===== config.mk =====
export PLATFORM = sky130hd
export DESIGN_NAME = shirq_ctrl
export DESIGN_NICKNAME = d
export VERILOG_FILES = /design/src/rtl/shirq_pkg.sv /design/src/rtl/shirq_src.sv /design/src/rtl/shirq_req.sv /design/src/rtl/shirq_prio.sv /design/src/rtl/shirq_ctrl.sv
export SDC_FILE = /design/constraint.sdc
export NUM_CORES = 1
export LEC_CHECK = 0
export BUFFER_PORTS_ARGS = -buffer_cell sky130_fd_sc_hd__buf_2
export CAP_MARGIN = 0
export CORE_MARGIN = 5
export CORE_UTILIZATION = 51
export CTS_BUF_LIST = sky130_fd_sc_hd__clkbuf_4 sky130_fd_sc_hd__clkbuf_8
export DETAILED_ROUTE_END_ITERATION = 10
export PLACE_DENSITY = 0.83
export SLEW_MARGIN = 20
export SYNTH_ARGS = -nofsm -noshare
export SYNTH_HDL_FRONTEND = slang
export SYNTH_SLANG_ARGS = --single-unit

===== constraint.sdc =====
create_clock -name clk -period 2.2 [get_ports clk]
set_input_delay 0.33 -clock clk [delete_from_list [all_inputs] [get_ports clk]]
set_output_delay 0.33 -clock clk [all_outputs]
set_load 0.01 [all_outputs]

===== src/rtl/shirq_pkg.sv =====
package shirq_pkg;
   typedef enum logic [2:0] {
      RA_BASE  = 3'd0,
      RA_LMASK = 3'd1,
      RA_CMD   = 3'd2,
      RA_SRC   = 3'd3,
      RA_XMASK = 3'd4,
      RA_SP1   = 3'd5,
      RA_SP2   = 3'd6
   } reg_addr_e;

   localparam int STAT_SP1_BIT = 2;
   localparam int STAT_SP2_BIT = 3;
   localparam int STAT_ALM_BIT = 4;
   localparam int NUM_PORTS    = 2;
endpackage


===== src/rtl/shirq_src.sv =====
module shirq_src #(
   parameter int DW    = 8,
   parameter int NPORT = 2
) (
   input  logic                     clk,
   input  logic                     rst_n,
   input  logic [NPORT-1:0]         port_valid,
   input  logic [NPORT-1:0][DW-1:0] port_data,
   input  logic [NPORT-1:0]         port_rd,
   input  logic                     alarm_pulse,
   input  logic                     alarm_ack,
   input  logic                     alarm_mask,
   input  logic                     bus_share,
   output logic [NPORT-1:0][DW-1:0] port_q,
   output logic [NPORT-1:0]         port_st,
   output logic                     alarm_st,
   output logic                     shared_req
);
   initial begin
      assert (NPORT >= 1) else $error("shirq_src: NPORT must be at least 1");
   end

   for (genvar p = 0; p < NPORT; p++) begin : g_port
      always_ff @(posedge clk or negedge rst_n) begin
         if (!rst_n) begin
            port_st[p] <= 1'b0;
            port_q[p]  <= '0;
         end else if (port_valid[p]) begin
            port_st[p] <= 1'b1;
            port_q[p]  <= port_data[p];
         end else if (port_rd[p]) begin
            port_st[p] <= 1'b0;
         end
      end

      // a data read with no new byte clears the port status
      a_r6_read_clears : assert property (@(posedge clk) disable iff (!rst_n)
         port_rd[p] && !port_valid[p] |=> !port_st[p]);
   end

   always_ff @(posedge clk or negedge rst_n) begin
      if (!rst_n)           alarm_st <= 1'b0;
      else if (alarm_pulse) alarm_st <= 1'b1;
      else if (alarm_ack)   alarm_st <= 1'b0;
   end

   assign shared_req = (|port_st) | (alarm_st & ~alarm_mask) | bus_share;
endmodule


===== src/rtl/shirq_req.sv =====
module shirq_req #(
   parameter int N      = 8,
   parameter int SHARED = 1
) (
   input  logic         clk,
   input  logic         rst_n,
   input  logic [N-1:0] irq_lines,
   input  logic         shared_req,
   input  logic [N-1:0] ack_clr,
   output logic [N-1:0] irr
);
   for (genvar i = 0; i < N; i++) begin : g_line
      if (i == SHARED) begin : g_level
         logic unused_ack;
         assign unused_ack = ack_clr[i] | irq_lines[i];
         assign irr[i] = shared_req;
      end else begin : g_edge
         logic prev_q, irr_q;
         always_ff @(posedge clk or negedge rst_n) begin
            if (!rst_n) begin
               prev_q <= 1'b0;
               irr_q  <= 1'b0;
            end else begin
               prev_q <= irq_lines[i];
               if (irq_lines[i] && !prev_q) irr_q <= 1'b1;
               else if (ack_clr[i])         irr_q <= 1'b0;
            end
         end
         assign irr[i] = irr_q;
      end
   end
endmodule


===== src/rtl/shirq_prio.sv =====
module shirq_prio #(
   parameter int N  = 8,
   parameter int LW = $clog2(N)
) (
   input  logic [N-1:0]  irr,
   input  logic [N-1:0]  imr,
   input  logic [N-1:0]  isr,
   output logic          intr,
   output logic [LW-1:0] grant
);
   logic [N-1:0] req;
   logic         stop;

   assign req = irr & ~imr;

   always_comb begin
      grant = '0;
      intr  = 1'b0;
      stop  = 1'b0;
      for (int i = 0; i < N; i++) begin
         if (!stop) begin
            if (isr[i]) begin
               stop = 1'b1;
            end else if (req[i]) begin
               grant = LW'(i);
               intr  = 1'b1;
               stop  = 1'b1;
            end
         end
      end
   end
endmodule


===== src/rtl/shirq_ctrl.sv =====
module shirq_ctrl
   import shirq_pkg::*;
#(
   parameter int           NUM_LINES   = 8,
   parameter int           DW          = 8,
   parameter int           SHARED_LINE = 1,
   parameter logic [7:0]   FIXED_VEC   = 8'h71
) (
   input  logic                 clk,
   input  logic                 rst_n,
   input  logic [NUM_LINES-1:0] irq_lines,
   input  logic                 sp1_valid,
   input  logic [DW-1:0]        sp1_data,
   input  logic                 sp2_valid,
   input  logic [DW-1:0]        sp2_data,
   input  logic                 alarm_pulse,
   input  logic [2:0]           io_addr,
   input  logic                 io_wr,
   input  logic                 io_rd,
   input  logic [DW-1:0]        io_wdata,
   output logic [DW-1:0]        io_rdata,
   output logic                 intr,
   input  logic                 inta,
   output logic                 vec_valid,
   output logic [DW-1:0]        vec_out
);
   localparam int LW = $clog2(NUM_LINES);
   localparam int BW = DW - LW;

   initial begin
      assert (SHARED_LINE < NUM_LINES) else $error("shirq_ctrl: shared line out of range");
      assert (NUM_LINES <= DW)         else $error("shirq_ctrl: lines exceed data width");
      assert (DW == 8)                 else $error("shirq_ctrl: vector bus is 8 bits");
      assert (BW > 0)                  else $error("shirq_ctrl: no room for base");
   end

   reg_addr_e ra;
   assign ra = reg_addr_e'(io_addr);

   logic [BW-1:0]        base_q;
   logic [NUM_LINES-1:0] imr_q, isr_q, irr, ack_clr;
   logic                 xmask_q;
   logic [LW-1:0]        grant;
   logic                 ack, eoi_wr;
   logic [DW-1:0]        vec_d;

   logic [NUM_PORTS-1:0]         pv, prd, pst;
   logic [NUM_PORTS-1:0][DW-1:0] pdat, pq;
   logic                         alarm_st, shared_req;

   assign pv   = {sp2_valid, sp1_valid};
   assign pdat = {sp2_data, sp1_data};
   assign prd[0] = io_rd && (ra == RA_SP1);
   assign prd[1] = io_rd && (ra == RA_SP2);

   shirq_src #(.DW(DW), .NPORT(NUM_PORTS)) u_src (
      .clk(clk), .rst_n(rst_n),
      .port_valid(pv), .port_data(pdat), .port_rd(prd),
      .alarm_pulse(alarm_pulse),
      .alarm_ack(io_wr && (ra == RA_SRC)),
      .alarm_mask(xmask_q),
      .bus_share(irq_lines[SHARED_LINE]),
      .port_q(pq), .port_st(pst),
      .alarm_st(alarm_st), .shared_req(shared_req)
   );

   shirq_req #(.N(NUM_LINES), .SHARED(SHARED_LINE)) u_req (
      .clk(clk), .rst_n(rst_n),
      .irq_lines(irq_lines), .shared_req(shared_req),
      .ack_clr(ack_clr), .irr(irr)
   );

   shirq_prio #(.N(NUM_LINES), .LW(LW)) u_prio (
      .irr(irr), .imr(imr_q), .isr(isr_q),
      .intr(intr), .grant(grant)
   );

   assign ack     = inta && intr;
   assign ack_clr = ack ? (NUM_LINES'(1) << grant) : '0;
   assign eoi_wr  = io_wr && (ra == RA_CMD);

   always_comb begin
      if (!intr)                         vec_d = {base_q, LW'(NUM_LINES - 1)};
      else if (grant == LW'(SHARED_LINE)) vec_d = FIXED_VEC;
      else                               vec_d = {base_q, grant};
   end

   always_ff @(posedge clk or negedge rst_n) begin
      if (!rst_n) begin
         base_q    <= '0;
         imr_q     <= '0;
         xmask_q   <= 1'b0;
         isr_q     <= '0;
         vec_out   <= '0;
         vec_valid <= 1'b0;
      end else begin
         if (io_wr && ra == RA_BASE)  base_q  <= io_wdata[DW-1:LW];
         if (io_wr && ra == RA_LMASK) imr_q   <= io_wdata[NUM_LINES-1:0];
         if (io_wr && ra == RA_XMASK) xmask_q <= io_wdata[0];
         isr_q     <= (eoi_wr ? (isr_q & (isr_q - NUM_LINES'(1))) : isr_q) | ack_clr;
         vec_valid <= inta;
         if (inta) vec_out <= vec_d;
      end
   end

   always_comb begin
      io_rdata = '0;
      case (ra)
         RA_BASE:  io_rdata = {base_q, LW'(0)};
         RA_LMASK: io_rdata = DW'(imr_q);
         RA_CMD:   io_rdata = DW'(isr_q);
         RA_SRC: begin
            io_rdata[STAT_SP1_BIT] = pst[0];
            io_rdata[STAT_SP2_BIT] = pst[1];
            io_rdata[STAT_ALM_BIT] = alarm_st;
         end
         RA_XMASK: io_rdata = DW'(xmask_q);
         RA_SP1:   io_rdata = pq[0];
         RA_SP2:   io_rdata = pq[1];
         default:  io_rdata = '0;
      endcase
   end

   // an acknowledged shared line yields the fixed vector
   a_r3_fixed_vec : assert property (@(posedge clk) disable iff (!rst_n)
      inta && intr && grant == LW'(SHARED_LINE) |=> vec_out == FIXED_VEC);
   // a granted line is never masked
   a_r8_grant_unmasked : assert property (@(posedge clk) disable iff (!rst_n)
      intr |-> !imr_q[grant]);
   // an acknowledge adds exactly one in-service bit
   a_r12_ack_sets_one : assert property (@(posedge clk) disable iff (!rst_n)
      ack && !eoi_wr |=> $countones(isr_q) == $countones($past(isr_q)) + 1);
   // an end-of-interrupt removes exactly one in-service bit
   a_r9_eoi_clears_one : assert property (@(posedge clk) disable iff (!rst_n)
      eoi_wr && !ack && isr_q != '0 |=> $countones(isr_q) + 1 == $countones($past(isr_q)));
   // vector strobe follows the acknowledge
   a_r12_vec_follows : assert property (@(posedge clk) disable iff (!rst_n)
      inta |=> vec_valid);
endmodule


==> results.yml <==
timing:
  relSlewSlack_pct: 64.0
  worst_pin_slew_ns: 0.540
  final_max_slew_viol_count: 0
  setup_slack_ns: -0.0499
  final_hold_viol_count: 0
  min_period_ns: 2.25
  fin_skew_ns: 0.00540
  rsz0062_at_grt: "yes"
  min_period_over_period_pct: 102
  setup_viol: 1
  fmax_mhz: 444
yosys:
  synth_warnings: 0
  yosys-top-cells-area: "dfrtp_1 (53%), mux2_2 (13%), mux2i_1 (2.3%), a22o_1 (2.0%), o21ai_0 (2.0%)"
  ys_seq_area_share_pct: 53.4
  synthArstFlopShare_pct: 100
  ys.flop_type: "dfrtp_1"
  syn_area_sq_mm: 0.00300
  synth-edff-count: 0
  synth.avg_cell_area_sq_um: 11.9
  ys_seq_elements: 64
  synth_top_area_share_pct: 53.4
  postSynthCellCount: 252
  syn_nets: 295
  yosys.area.top_type: "dfrtp_1"
  yosysUniqueCellTypes: 50
status:
  violations: "setup timing"
  status: "finished, violations left"
final_layout:
  layout.cells.non_filler: 419
  drive_gt1_share_pct: 45.1
  n_fill_cell: 453
  antenna_cells: 0
  area_growth_pct: 28.8
  num-nets-final: 382
power_and_ir_drop:
  p_per_area_mw_per_mm2: 951
  p_leak_uw: 0.00178
  p_int_uw: 2500
  p_sw_share_pct: 31.9
  p_seq_share_pct: 41.9
  pwr-share-clk_pct: 25.6
  comb_power_share_pct: 32.5
  total_power_uw: 3670
  switchingPower_uw: 1170
  ir_drop_mv: 0.564
floorplan:
  rows: 28
  dieWidth_um: 86.7
  pin_count: 61
  die_h_um: 86.7
  start_util_pct: 51.5
  die_area_sq_mm: 0.00751
  core_sq_mm: 0.00582
route:
  firstDrtPassIters: 5
  avgViaCountPerCell: 5.79
  wl_um: 7660
  route.detailed.drc: 0
  post_drt_wl_per_cell_um: 18.3
  antenna_left: 0
  drtIter0Drc: 297
  vias: 2428
global_route:
  grt_pass1_vias: 2533
  grt_antenna_before_repair: 0
  grtUsageTotal_pct: 21.0
  grt_max_degree: 31
  grt_pass1_wl_um: 12100
  grt_overflow: 0
setup_path:
  cp.required_ns: 1.87
  path_class: "reg2out"
  crit_fanout: 2
  ff2ff_path_depth: 11
  arrival_ns: 1.92
  startpoint_type: "flip-flop"
  crit_path_end_kind: "output pin"
clocking:
  cts-htree-levels: 3
  cts_tree: "done"
  clkLatencyLatePin_ns: 0.34
  cts_made_buffers: 9
  clkTransAtPathRegs_ns: 0.07
  root_buffer: "clkbuf_8"
  cts_max_path_buffers: 2
  cts.sinks: 64
job:
  cap_viol_max_count: 0
placed_design:
  dp_hpwl_um: 5460
  placed_cells: 389
  gp_congestion: 0.982
  io_buffers: 60
hold_path:
  holdPathStages: 1
  hp-class: "in2reg"
cells in the final DEF (no fill, tap or decap), types with 3 or more instances in the layout:
cell / count
nand2b_1: 6
mux2i_1: 7
buf_6: 6
o21ai_0: 11
nand3_1: 4
mux2_2: 34
buf_2: 60
buf_4: 19
nand2_1: 8
dfrtp_1: 64
nor2_1: 12
a21oi_1: 7
nor2b_1: 4
clkinv_2: 3
a22o_1: 7
clkbuf_8: 12
o22a_1: 3
a211oi_1: 3
a22oi_1: 4
inv_1: 9
a21o_1: 6
worst max-delay path, stage by stage, from the launching register on:
cell       delay [ns]
dfrtp_1          0.39
or3b_4           0.41
a2111oi_4        0.36
a211oi_2         0.12
o21ai_1          0.13
buf_2            0.17
cell usage after synthesis (2+ instances only):
cell      number
a22o_1         7
nand2b_1       6
and2b_1        2
a22oi_1        4
mux2_2        34
nand4b_1       2
o21ai_0       12
clkbuf_1       9
a31oi_1        5
and3_1         2
nor3b_1        3
mux2i_1        7
or2_2          2
or3b_2         2
nand2_1        9
nor2_1        12
nor4bb_1       2
a221oi_1       2
o22ai_1        2
a211oi_1       4
inv_1          9
a21oi_1        8
nor3_1         2
nand4_1        2
dfrtp_1       64
a21o_1         6
nor2b_1        4
o31ai_1        2
o22a_1         3
nand3_1        4
final cells by class:
cell class              instances  area [sq um]  share of cell area [%]
flip-flops and latches         64          1600                    41.5
clock inverters                 3          15.0                   0.389
well taps                      75          93.8                    2.43
multi-input cells             168          1410                    36.4
repair buffers                 87           541                    14.0
clock buffers                  13           173                    4.47
inverters                       9          33.8                   0.875
power by group through the flow:
stage          sequential, uW  clock (uW)  combinational, uW
2_1_floorplan            1530           0                539
3_3_place_gp             1540           0                858
3_5_place_dp             1550           0                874
4_1_cts                  1540         958               1020
5_1_grt                  1560        1010               1280
6_report                 1540         941               1190
sequential cells by signal, summed over array words and instances, names as in the netlist:
register / cells
u_src.port_q: 16
imr_q: 8
isr_q: 8
vec_out: 8
u_req.g_line.g_edge.irr_q: 7
u_req.g_line.g_edge.prev_q: 7
base_q: 5
u_src.port_st: 2
u_src.alarm_st: 1
vec_valid: 1
xmask_q: 1
routing by layer:
metal,track usage (%),share of wire (%),up-vias
li1,-,-,1120
met1,26.9,41,1189
met2,33.7,50,99
met3,5.89,7.1,20
met4,8.50,2.6,0
met5,0,0,-
per-stage QoR:
step | utilization (%) | worst slack, ns | hold slack (ns) | setup TNS (ns) | cell area [sq um]
3_5_place_dp | 59.5 | 0.00633 | 0.337 | 0 | 3460
5_1_grt | 66.4 | -0.0919 | 0.105 | -0.290 | 3860
4_1_cts | 64.5 | 0.00515 | 0.101 | 0 | 3750
3_3_place_gp | 59.5 | 0.0808 | 0.331 | 0 | 3460
6_report | 66.4 | -0.0499 | 0.113 | -0.0499 | 3860
2_1_floorplan | - | 0.117 | 0.0344 | 0 | 3000
what timing repair did:
| action | 4_1_cts | 5_1_grt |
|---|---|---|
| hold buffers | 1 | 0 |
| setup endpoints to repair | 2 | 6 |
| resized for setup | 5 | 16 |
| pin swaps | 4 | 3 |
| buffers inserted | 9 | 4 |
| hold endpoints to repair | 21 | 0 |
path summary, 6_finish.rpt:
| kind | from | to | slack [ns] |
|---|---|---|---|
| hold reg to reg | u_req.g_line[5].g_edge.prev_q$_DFF_PN0_ | u_req.g_line[5].g_edge.irr_q$_DFFE_PN0P_ | 0.42 |
| max in group asynchronous | rst_n | isr_q[3]$_DFF_PN0_ | 1.11 |
| setup / recovery | isr_q[3]$_DFF_PN0_ | intr | -0.05 |
| hold / removal | irq_lines[2] | u_req.g_line[2].g_edge.prev_q$_DFF_PN0_ | 0.11 |
| setup reg to reg | isr_q[3]$_DFF_PN0_ | vec_out[0]$_DFFE_PN0P_ | 0.01 |
| min in group asynchronous | rst_n | isr_q[4]$_DFF_PN0_ | 0.53 |
logic make-up (layout without fill, tap and decap cells):
kind of cell	count (synthesis)	count (layout)	share of synthesized area, %
AO/OA/AOI/OAI	63	63	14.9
AND/OR/NAND/NOR	63	63	13.2
buffers and inverters	20	112	2.55
multiplexers	42	42	15.9
flip-flops	64	64	53.4
Power figures use the tool's default switching activity.
